$ cat config.mk
export PLATFORM = sky130hd
export DESIGN_NAME = lane_deskew_release
export DESIGN_NICKNAME = d
export VERILOG_FILES = /design/src/rtl/lalign_pkg.sv /design/src/rtl/lmfc_tracker.sv /design/src/rtl/lane_buf.sv /design/src/rtl/release_ctrl.sv /design/src/rtl/lane_deskew_release.sv
export SDC_FILE = /design/constraint.sdc
export NUM_CORES = 2
export LEC_CHECK = 0
export BUFFER_PORTS_ARGS = -buffer_cell sky130_fd_sc_hd__buf_4
export CAP_MARGIN = 10
export CORE_UTILIZATION = 55
export CTS_CLUSTER_SIZE = 40
export DETAILED_ROUTE_END_ITERATION = 8
export HOLD_SLACK_MARGIN = 0.03
export MAX_ROUTING_LAYER = met4
export PLACE_DENSITY = 0.71
export SYNTH_ARGS = -nofsm -noshare
export SYNTH_HDL_FRONTEND = slang
export SYNTH_SLANG_ARGS = --single-unit
$ cat constraint.sdc
create_clock -name clk -period 4.1 [get_ports clk]
set_input_delay 0.41 -clock clk [delete_from_list [all_inputs] [get_ports clk]]
set_output_delay 0.41 -clock clk [all_outputs]
set_load 0.01 [all_outputs]
$ cat src/rtl/lalign_pkg.sv
package lalign_pkg;

   // Release sequencing: collect lanes, wait for a boundary, hold off, stream.
   typedef enum logic [1:0] {
      REL_WAIT_LANES = 2'd0,
      REL_WAIT_TICK  = 2'd1,
      REL_HOLD       = 2'd2,
      REL_RUN        = 2'd3
   } rel_state_e;

   localparam logic [7:0] START_CODE_DEFAULT = 8'h1C;

endpackage

$ cat src/rtl/lmfc_tracker.sv
module lmfc_tracker #(
   parameter int DIV         = 16,
   parameter int SREF_STAGES = 1
) (
   input  logic clk,
   input  logic rst_n,
   input  logic sysref,
   output logic tick
);

   localparam int PW = $clog2(DIV);

   if (DIV < 2) begin : g_bad_div
      $error("lmfc_tracker: DIV must be at least 2");
   end
   if (SREF_STAGES < 1) begin : g_bad_stages
      $error("lmfc_tracker: SREF_STAGES must be at least 1");
   end

   logic          sref_lvl;
   logic          sref_prev;
   logic          sref_rise;
   logic [PW-1:0] phase;

   // Sampling of the reference into the device clock domain.
   if (SREF_STAGES == 1) begin : g_one_stage
      always_ff @(posedge clk or negedge rst_n) begin
         if (!rst_n) sref_lvl <= 1'b0;
         else        sref_lvl <= sysref;
      end
   end else begin : g_chain
      logic [SREF_STAGES-1:0] chain;
      always_ff @(posedge clk or negedge rst_n) begin
         if (!rst_n) chain <= '0;
         else        chain <= {chain[SREF_STAGES-2:0], sysref};
      end
      assign sref_lvl = chain[SREF_STAGES-1];
   end

   always_ff @(posedge clk or negedge rst_n) begin
      if (!rst_n) sref_prev <= 1'b0;
      else        sref_prev <= sref_lvl;
   end

   assign sref_rise = sref_lvl & ~sref_prev;

   // A rise marks the current cycle as phase zero, so the next value is one.
   // When the rise lands on a boundary this equals the free-running step.
   always_ff @(posedge clk or negedge rst_n) begin
      if (!rst_n)                        phase <= '0;
      else if (sref_rise)                phase <= PW'(1);
      else if (phase == PW'(DIV - 1))    phase <= '0;
      else                               phase <= phase + PW'(1);
   end

   assign tick = (phase == '0);

   // the cycle after a captured rise is never a boundary
   a_r3_rise_rephases: assert property (@(posedge clk) disable iff (!rst_n)
      sref_rise |=> !tick);

   // boundaries are isolated single-cycle pulses
   a_r2_tick_single: assert property (@(posedge clk) disable iff (!rst_n)
      tick |=> !tick);

endmodule

$ cat src/rtl/lane_buf.sv
module lane_buf #(
   parameter int               OCT_W     = 8,
   parameter int               DEPTH     = 64,
   parameter logic [OCT_W-1:0] MARK_CODE = 8'h1C
) (
   input  logic             clk,
   input  logic             rst_n,
   input  logic [OCT_W-1:0] in_data,
   input  logic             in_ctrl,
   input  logic             rd_en,
   output logic             armed,
   output logic [OCT_W-1:0] head,
   output logic             ovf
);

   localparam int AW = (DEPTH > 1) ? $clog2(DEPTH) : 1;
   localparam int CW = $clog2(DEPTH + 1);

   if (DEPTH < 2) begin : g_bad_depth
      $error("lane_buf: DEPTH must be at least 2");
   end

   logic [OCT_W-1:0] mem [DEPTH];
   logic [AW-1:0]    wp;
   logic [AW-1:0]    rp;
   logic [CW-1:0]    count;
   logic             armed_q;
   logic             ovf_q;
   logic             mark_seen;
   logic             wr_req;
   logic             full;
   logic             rd_ok;
   logic             wr_ok;

   always_comb begin
      mark_seen = in_ctrl && (in_data == MARK_CODE);
      wr_req    = armed_q || mark_seen;
      full      = (count == CW'(DEPTH));
      rd_ok     = rd_en && (count != '0);
      wr_ok     = wr_req && !ovf_q && (!full || rd_ok);
   end

   always_ff @(posedge clk or negedge rst_n) begin
      if (!rst_n) begin
         armed_q <= 1'b0;
         ovf_q   <= 1'b0;
      end else begin
         if (mark_seen)                   armed_q <= 1'b1;
         if (wr_req && full && !rd_ok)    ovf_q   <= 1'b1;
      end
   end

   always_ff @(posedge clk or negedge rst_n) begin
      if (!rst_n) begin
         wp    <= '0;
         rp    <= '0;
         count <= '0;
      end else begin
         if (wr_ok) wp <= (wp == AW'(DEPTH - 1)) ? '0 : wp + AW'(1);
         if (rd_ok) rp <= (rp == AW'(DEPTH - 1)) ? '0 : rp + AW'(1);
         unique case ({wr_ok, rd_ok})
            2'b10:   count <= count + CW'(1);
            2'b01:   count <= count - CW'(1);
            default: count <= count;
         endcase
      end
   end

   always_ff @(posedge clk) begin
      if (wr_ok) mem[wp] <= in_data;
   end

   assign head  = mem[rp];
   assign armed = armed_q;
   assign ovf   = ovf_q;

   // nothing is stored while the lane waits for its start character
   a_r4_no_store_before_mark: assert property (@(posedge clk) disable iff (!rst_n)
      (!armed_q && !mark_seen) |=> (count == '0));

   // an overflow stays flagged
   a_r9_ovf_sticky: assert property (@(posedge clk) disable iff (!rst_n)
      ovf_q |=> ovf_q);

   // the release logic never reads an empty lane
   a_r8_read_nonempty: assert property (@(posedge clk) disable iff (!rst_n)
      rd_en |-> (count != '0));

endmodule

$ cat src/rtl/release_ctrl.sv
module release_ctrl
   import lalign_pkg::*;
#(
   parameter int DLY_W = 6
) (
   input  logic             clk,
   input  logic             rst_n,
   input  logic             all_ready,
   input  logic             tick,
   input  logic             fault,
   input  logic [DLY_W-1:0] rel_dly,
   output logic             run
);

   rel_state_e       st;
   logic [DLY_W-1:0] dcnt;

   always_ff @(posedge clk or negedge rst_n) begin
      if (!rst_n) begin
         st   <= REL_WAIT_LANES;
         dcnt <= '0;
      end else begin
         unique case (st)
            REL_WAIT_LANES: if (all_ready) st <= REL_WAIT_TICK;
            REL_WAIT_TICK: begin
               if (tick) begin
                  if (rel_dly == '0) begin
                     st <= REL_RUN;
                  end else begin
                     st   <= REL_HOLD;
                     dcnt <= rel_dly;
                  end
               end
            end
            REL_HOLD: begin
               if (dcnt == DLY_W'(1)) st   <= REL_RUN;
               else                   dcnt <= dcnt - DLY_W'(1);
            end
            REL_RUN: st <= REL_RUN;
            default: st <= REL_WAIT_LANES;
         endcase
      end
   end

   assign run = (st == REL_RUN) && !fault;

   // no readout until every lane has started
   a_r7_wait_for_lanes: assert property (@(posedge clk) disable iff (!rst_n)
      !all_ready |-> !run);

   // with zero delay the stream starts right after a boundary
   a_r6_zero_delay_on_tick: assert property (@(posedge clk) disable iff (!rst_n)
      ($rose(run) && (rel_dly == '0) && $stable(rel_dly)) |-> $past(tick));

endmodule

$ cat src/rtl/lane_deskew_release.sv
module lane_deskew_release
   import lalign_pkg::*;
#(
   parameter int               LANES       = 4,
   parameter int               OCT_W       = 8,
   parameter int               MAX_SKEW    = 32,
   parameter int               LMFC_DIV    = 16,
   parameter int               DEPTH       = 64,
   parameter int               DLY_W       = 6,
   parameter int               SREF_STAGES = 1,
   parameter logic [OCT_W-1:0] MARK_CODE   = START_CODE_DEFAULT
) (
   input  logic                   clk,
   input  logic                   rst_n,
   input  logic                   sysref,
   input  logic [DLY_W-1:0]       rel_dly,
   input  logic [LANES*OCT_W-1:0] rx_data,
   input  logic [LANES-1:0]       rx_ctrl,
   output logic [LANES*OCT_W-1:0] tx_data,
   output logic                   tx_valid,
   output logic                   lmfc_tick,
   output logic                   align_err,
   output logic                   resync_req
);

   localparam int BUS_W = LANES * OCT_W;

   if (LANES < 1) begin : g_bad_lanes
      $error("lane_deskew_release: LANES must be at least 1");
   end
   if (DEPTH < MAX_SKEW + LMFC_DIV) begin : g_bad_depth
      $error("lane_deskew_release: DEPTH cannot absorb skew plus one multiframe");
   end

   logic [LANES-1:0] armed;
   logic [LANES-1:0] ovf;
   logic [BUS_W-1:0] heads;
   logic             tick;
   logic             run;
   logic             fault;
   logic             fault_q;

   lmfc_tracker #(
      .DIV         (LMFC_DIV),
      .SREF_STAGES (SREF_STAGES)
   ) u_lmfc (
      .clk    (clk),
      .rst_n  (rst_n),
      .sysref (sysref),
      .tick   (tick)
   );

   for (genvar g = 0; g < LANES; g++) begin : g_lane
      lane_buf #(
         .OCT_W     (OCT_W),
         .DEPTH     (DEPTH),
         .MARK_CODE (MARK_CODE)
      ) u_buf (
         .clk     (clk),
         .rst_n   (rst_n),
         .in_data (rx_data[g*OCT_W +: OCT_W]),
         .in_ctrl (rx_ctrl[g]),
         .rd_en   (run),
         .armed   (armed[g]),
         .head    (heads[g*OCT_W +: OCT_W]),
         .ovf     (ovf[g])
      );
   end

   assign fault = |ovf;

   release_ctrl #(
      .DLY_W (DLY_W)
   ) u_rel (
      .clk       (clk),
      .rst_n     (rst_n),
      .all_ready (&armed),
      .tick      (tick),
      .fault     (fault),
      .rel_dly   (rel_dly),
      .run       (run)
   );

   always_ff @(posedge clk or negedge rst_n) begin
      if (!rst_n) fault_q <= 1'b0;
      else        fault_q <= fault;
   end

   assign tx_data    = run ? heads : '0;
   assign tx_valid   = run;
   assign lmfc_tick  = tick;
   assign align_err  = fault;
   assign resync_req = fault & ~fault_q;

   // readout only ever happens with every lane locked
   a_r5_all_locked: assert property (@(posedge clk) disable iff (!rst_n)
      tx_valid |-> (&armed));

   // the error flag stays up and blocks output
   a_r9_err_sticky: assert property (@(posedge clk) disable iff (!rst_n)
      align_err |=> align_err);
   a_r9_no_data_after_err: assert property (@(posedge clk) disable iff (!rst_n)
      align_err |-> !tx_valid);

   // the resync request is a single pulse
   a_r10_pulse_once: assert property (@(posedge clk) disable iff (!rst_n)
      resync_req |=> !resync_req);

endmodule

==> results_dict.tcl <==
set metrics [dict create \
    grt_pass1_wl_mm 285 \
    multi_input_area_sq_um 20100 \
    cpPeakStageDelay_ns 0.67 \
    firstDrtPassIters 6 \
    row_count 144 \
    initial_utilization 0.554 \
    setup_viol_count_final 0 \
    drcViolationCount 0 \
    status "completed" \
    cts_root_buf "clkbuf_16" \
    grt_pass1_vias 43366 \
    ys_seq_area_frac 0.750 \
    clkSinkCount 2147 \
    grt_max_degree 65 \
    maxSlewHeadroom 0.189 \
    r2r_cells 6 \
    fin_worst_skew_ns 0.0291 \
    via_count 44338 \
    cp.arrival_ns 3.60 \
    slew_viol_final 0 \
    layout-drive-gt1-share 0.230 \
    async_reset_ff_frac 0.0461 \
    endpoint_kind "output port" \
    hp-class "in -> reg" \
    io_pins 81 \
    yosys_warnings 0 \
    netlist_instances 4475 \
    timing.fmax_mhz 250 \
    fin_setup_tns_ns 0 \
    critical_path_class "reg -> out" \
    grt_overflow 0 \
    synth-edff-count 2048 \
    synth_area_per_cell_sq_um 19.1 \
    p_per_area_nw_per_um2 459 \
    coreArea_sq_um 154000 \
    fp.dieW_um 396 \
    power.leakage_nw 30.4 \
    setup_slack_ns 0.0923 \
    ys_types 81 \
    syn-num-nets 4552 \
    tightestPinTransition_ns 1.20 \
    cts_buffers 208 \
    portBuffers 80 \
    fillerInstances 10447 \
    die_h_um 396 \
    antenna_found_initial 4 \
    htreeDepth 4 \
    wirelength_mm 192 \
    hold_viol_final 0 \
    place_congestion 0.900 \
    syn-cell-area_sq_um 85300 \
    drtIter0Drc 5452 \
    clock_latency_ns 0.84 \
    path_max_fanout 57 \
    nets 4892 \
    ys_ff_latch 2147 \
    critical_path_depth 7 \
    grt_use_total 0.254 \
    clock_path_buffers 3 \
    path_buf_inv 2 \
    ir_drop_uv 418 \
    dieArea_sq_um 157000 \
    period_minus_slack_ns 4.01 \
    maxCapViolations 0 \
    syn2layout_area_growth_pct 13.6 \
    rsz0062_at_grt "no" \
    startpoint_type "flop" \
    slowest_stage "dfrtp_4" \
    seqCellArea_sq_um 64000 \
    wire_per_inst_um 27.3 \
    hpwlAfterDp_mm 116 \
    ant_nets 0 \
    crit_required_ns 3.69 \
    via_per_inst 6.29 \
    synth_flop_cell "edfxtp_1" \
    cts_tree "yes" \
    crit_chain "buf_6 > mux4_2 > a22o_1 > nor2_1 > o22ai_1 > a31o_2 > buf_4" \
    cp_top_family "compound AO/OA/AOI/OAI gates" \
    post-place-ws_ns 0.263 \
    cts.clk_slew.worst_paths_ns 0.06 \
    whs_path_depth 4 \
    timing.final.crit_share 0.977 \
]
final timing paths:
| path | start | endpoint | slack (ns) |
|---|---|---|---|
| setup / recovery | g_lane[3].u_buf.rp[1] | tx_data[31] | 0.09 |
| hold / removal | rx_data[18] | g_lane[2].u_buf.armed | 0.13 |
| setup reg to reg | g_lane[3].u_buf.ovf | g_lane[1].u_buf.mem[20][0] | 0.42 |
| hold reg to reg | u_lmfc.sref_lvl | u_lmfc.sref_prev | 0.40 |
| max in group asynchronous | rst_n | g_lane[2].u_buf.rp[1] | 3.00 |
| min in group asynchronous | rst_n | g_lane[3].u_buf.rp[3] | 0.23 |
cells by family (layout without fill, tap and decap cells):
family,count (synthesis),in the layout,share of synthesized area
fa+ha+maj,32,32,0.00487
simple gates,768,768,0.0427
mux,681,681,0.141
flops,2147,2147,0.750
other cells,0,3,0
xor+xnor,49,49,0.00503
buf+inv,284,808,0.0139
compound gates,514,514,0.0426
sequential cells by signal (all words and copies together) (netlist names):
name and count:
fault_q 1, g_lane.u_buf.armed 4, g_lane.u_buf.count 28, g_lane.u_buf.mem 2048
g_lane.u_buf.ovf 4, g_lane.u_buf.rp 24, g_lane.u_buf.wp 24, u_lmfc.phase 4
u_lmfc.sref_lvl 1, u_lmfc.sref_prev 1, u_rel.dcnt 6, u_rel.st 2
cells in the mapped netlist (10+ instances only):
| cell | count | area share |
|---|---|---|
| edfxtp_1 | 2048 | 0.72 |
| mux4_2 | 412 | 0.11 |
| nor2_1 | 326 | 0.014 |
| mux2i_1 | 247 | 0.029 |
| nand2_1 | 153 | 0.0067 |
| clkbuf_1 | 126 | 0.0055 |
| dfrtp_1 | 99 | 0.029 |
| o22ai_1 | 96 | 0.0070 |
| a22oi_1 | 65 | 0.0057 |
| buf_2 | 65 | 0.0038 |
| o21ai_0 | 60 | 0.0035 |
| a21oi_1 | 59 | 0.0035 |
| nand3_1 | 55 | 0.0032 |
| nor3_1 | 50 | 0.0029 |
| buf_1 | 39 | 0.0017 |
| inv_1 | 38 | 0.0017 |
| nor2b_1 | 38 | 0.0028 |
| a22o_1 | 30 | 0.0031 |
| ha_1 | 30 | 0.0044 |
| xnor2_1 | 30 | 0.0031 |
| o221ai_1 | 29 | 0.0030 |
| a31oi_1 | 26 | 0.0019 |
| nand3b_1 | 24 | 0.0021 |
| mux2_2 | 22 | 0.0029 |
| xor2_1 | 19 | 0.0020 |
| o31ai_1 | 15 | 0.0013 |
| a211oi_1 | 13 | 0.0011 |
| a21boi_0 | 13 | 0.0011 |
| nand2b_1 | 13 | 0.00095 |
| nor4_1 | 13 | 0.00095 |
| or3b_2 | 13 | 0.0013 |
| a21o_1 | 12 | 0.0011 |
| or3_1 | 11 | 0.00081 |
| a31o_2 | 10 | 0.0010 |
| and3_1 | 10 | 0.00073 |
| buf_4 | 10 | 0.00088 |
| nand4_1 | 10 | 0.00073 |
| nor3b_1 | 10 | 0.00088 |
cells in the final DEF, fill, tap and decap left out, drive strengths merged, types with 10 or more instances in the layout:
master / netlist / routed
edfxtp: 2048 / 2048
mux4: 412 / 412
buf: 114 / 362
nor2: 326 / 326
clkbuf: 127 / 272
mux2i: 247 / 247
nand2: 153 / 153
dfrtp: 99 / 99
o22ai: 96 / 96
clkinv: 2 / 87
a22oi: 65 / 65
o21ai: 60 / 60
a21oi: 59 / 59
nand3: 55 / 55
nor3: 50 / 50
inv: 41 / 46
nor2b: 38 / 38
xnor2: 30 / 30
a22o: 30 / 30
ha: 30 / 30
o221ai: 29 / 29
a31oi: 26 / 26
nand3b: 24 / 24
bufinv: 0 / 24
mux2: 22 / 22
xor2: 19 / 19
o31ai: 15 / 15
nor4: 14 / 14
or3b: 14 / 14
nand2b: 13 / 13
a21boi: 13 / 13
a211oi: 13 / 13
a21o: 12 / 12
or3: 11 / 11
and3: 10 / 10
nor3b: 10 / 10
a31o: 10 / 10
nand4: 10 / 10
area by class of cell:
| cell class | instances | share of cell area |
|---|---|---|
| diodes | 3 | 0.0000775 |
| clock buffers | 272 | 0.0581 |
| inverters | 43 | 0.00167 |
| repair buffers | 371 | 0.0319 |
| well taps | 2044 | 0.0264 |
| clock inverters | 122 | 0.0133 |
| flip-flops and latches | 2147 | 0.661 |
| multi-input cells | 2044 | 0.208 |
power by group:
group	switching [mW]	total [mW]	internal, mW
registers	0.152	24.3	24.1
logic	0.680	0.941	0.261
clock network	8.05	19.2	11.2
metal layers:
layer	vias up	global-route usage	part of all wire
met1	22898	0.367	0.42
met2	2108	0.379	0.48
met3	324	0.0436	0.086
met4	0	0.0679	0.023
met5	-	-	0
li1	19008	-	-
per-stage QoR:
step | std cells | util | hold WS, ns | instance area (sq um) | power, mW
floorplan | 4475 | - | 0.114 | 85300 | 25.0
global placement | 6623 | 0.582 | 0.382 | 89600 | 25.6
detailed placement | 6623 | 0.582 | 0.393 | 89600 | 25.7
CTS | 7032 | 0.628 | 0.0597 | 96800 | 44.7
global route | 7046 | 0.629 | 0.105 | 96900 | 45.6
finish | 7046 | 0.629 | 0.130 | 96900 | 44.4
repair_timing:
item                       CTS  global route
hold endpoints to repair    74             0
hold buffers                 9             0
setup endpoints to repair   26             6
gates resized for setup      5             4
setup buffers                6            11
tightest hold or removal path: stages:
cell	delay, ns
buf_4	0.08
a41oi_1	0.09
buf_4	0.21
inv_1	0.09
(Power assumes the default switching activity.)
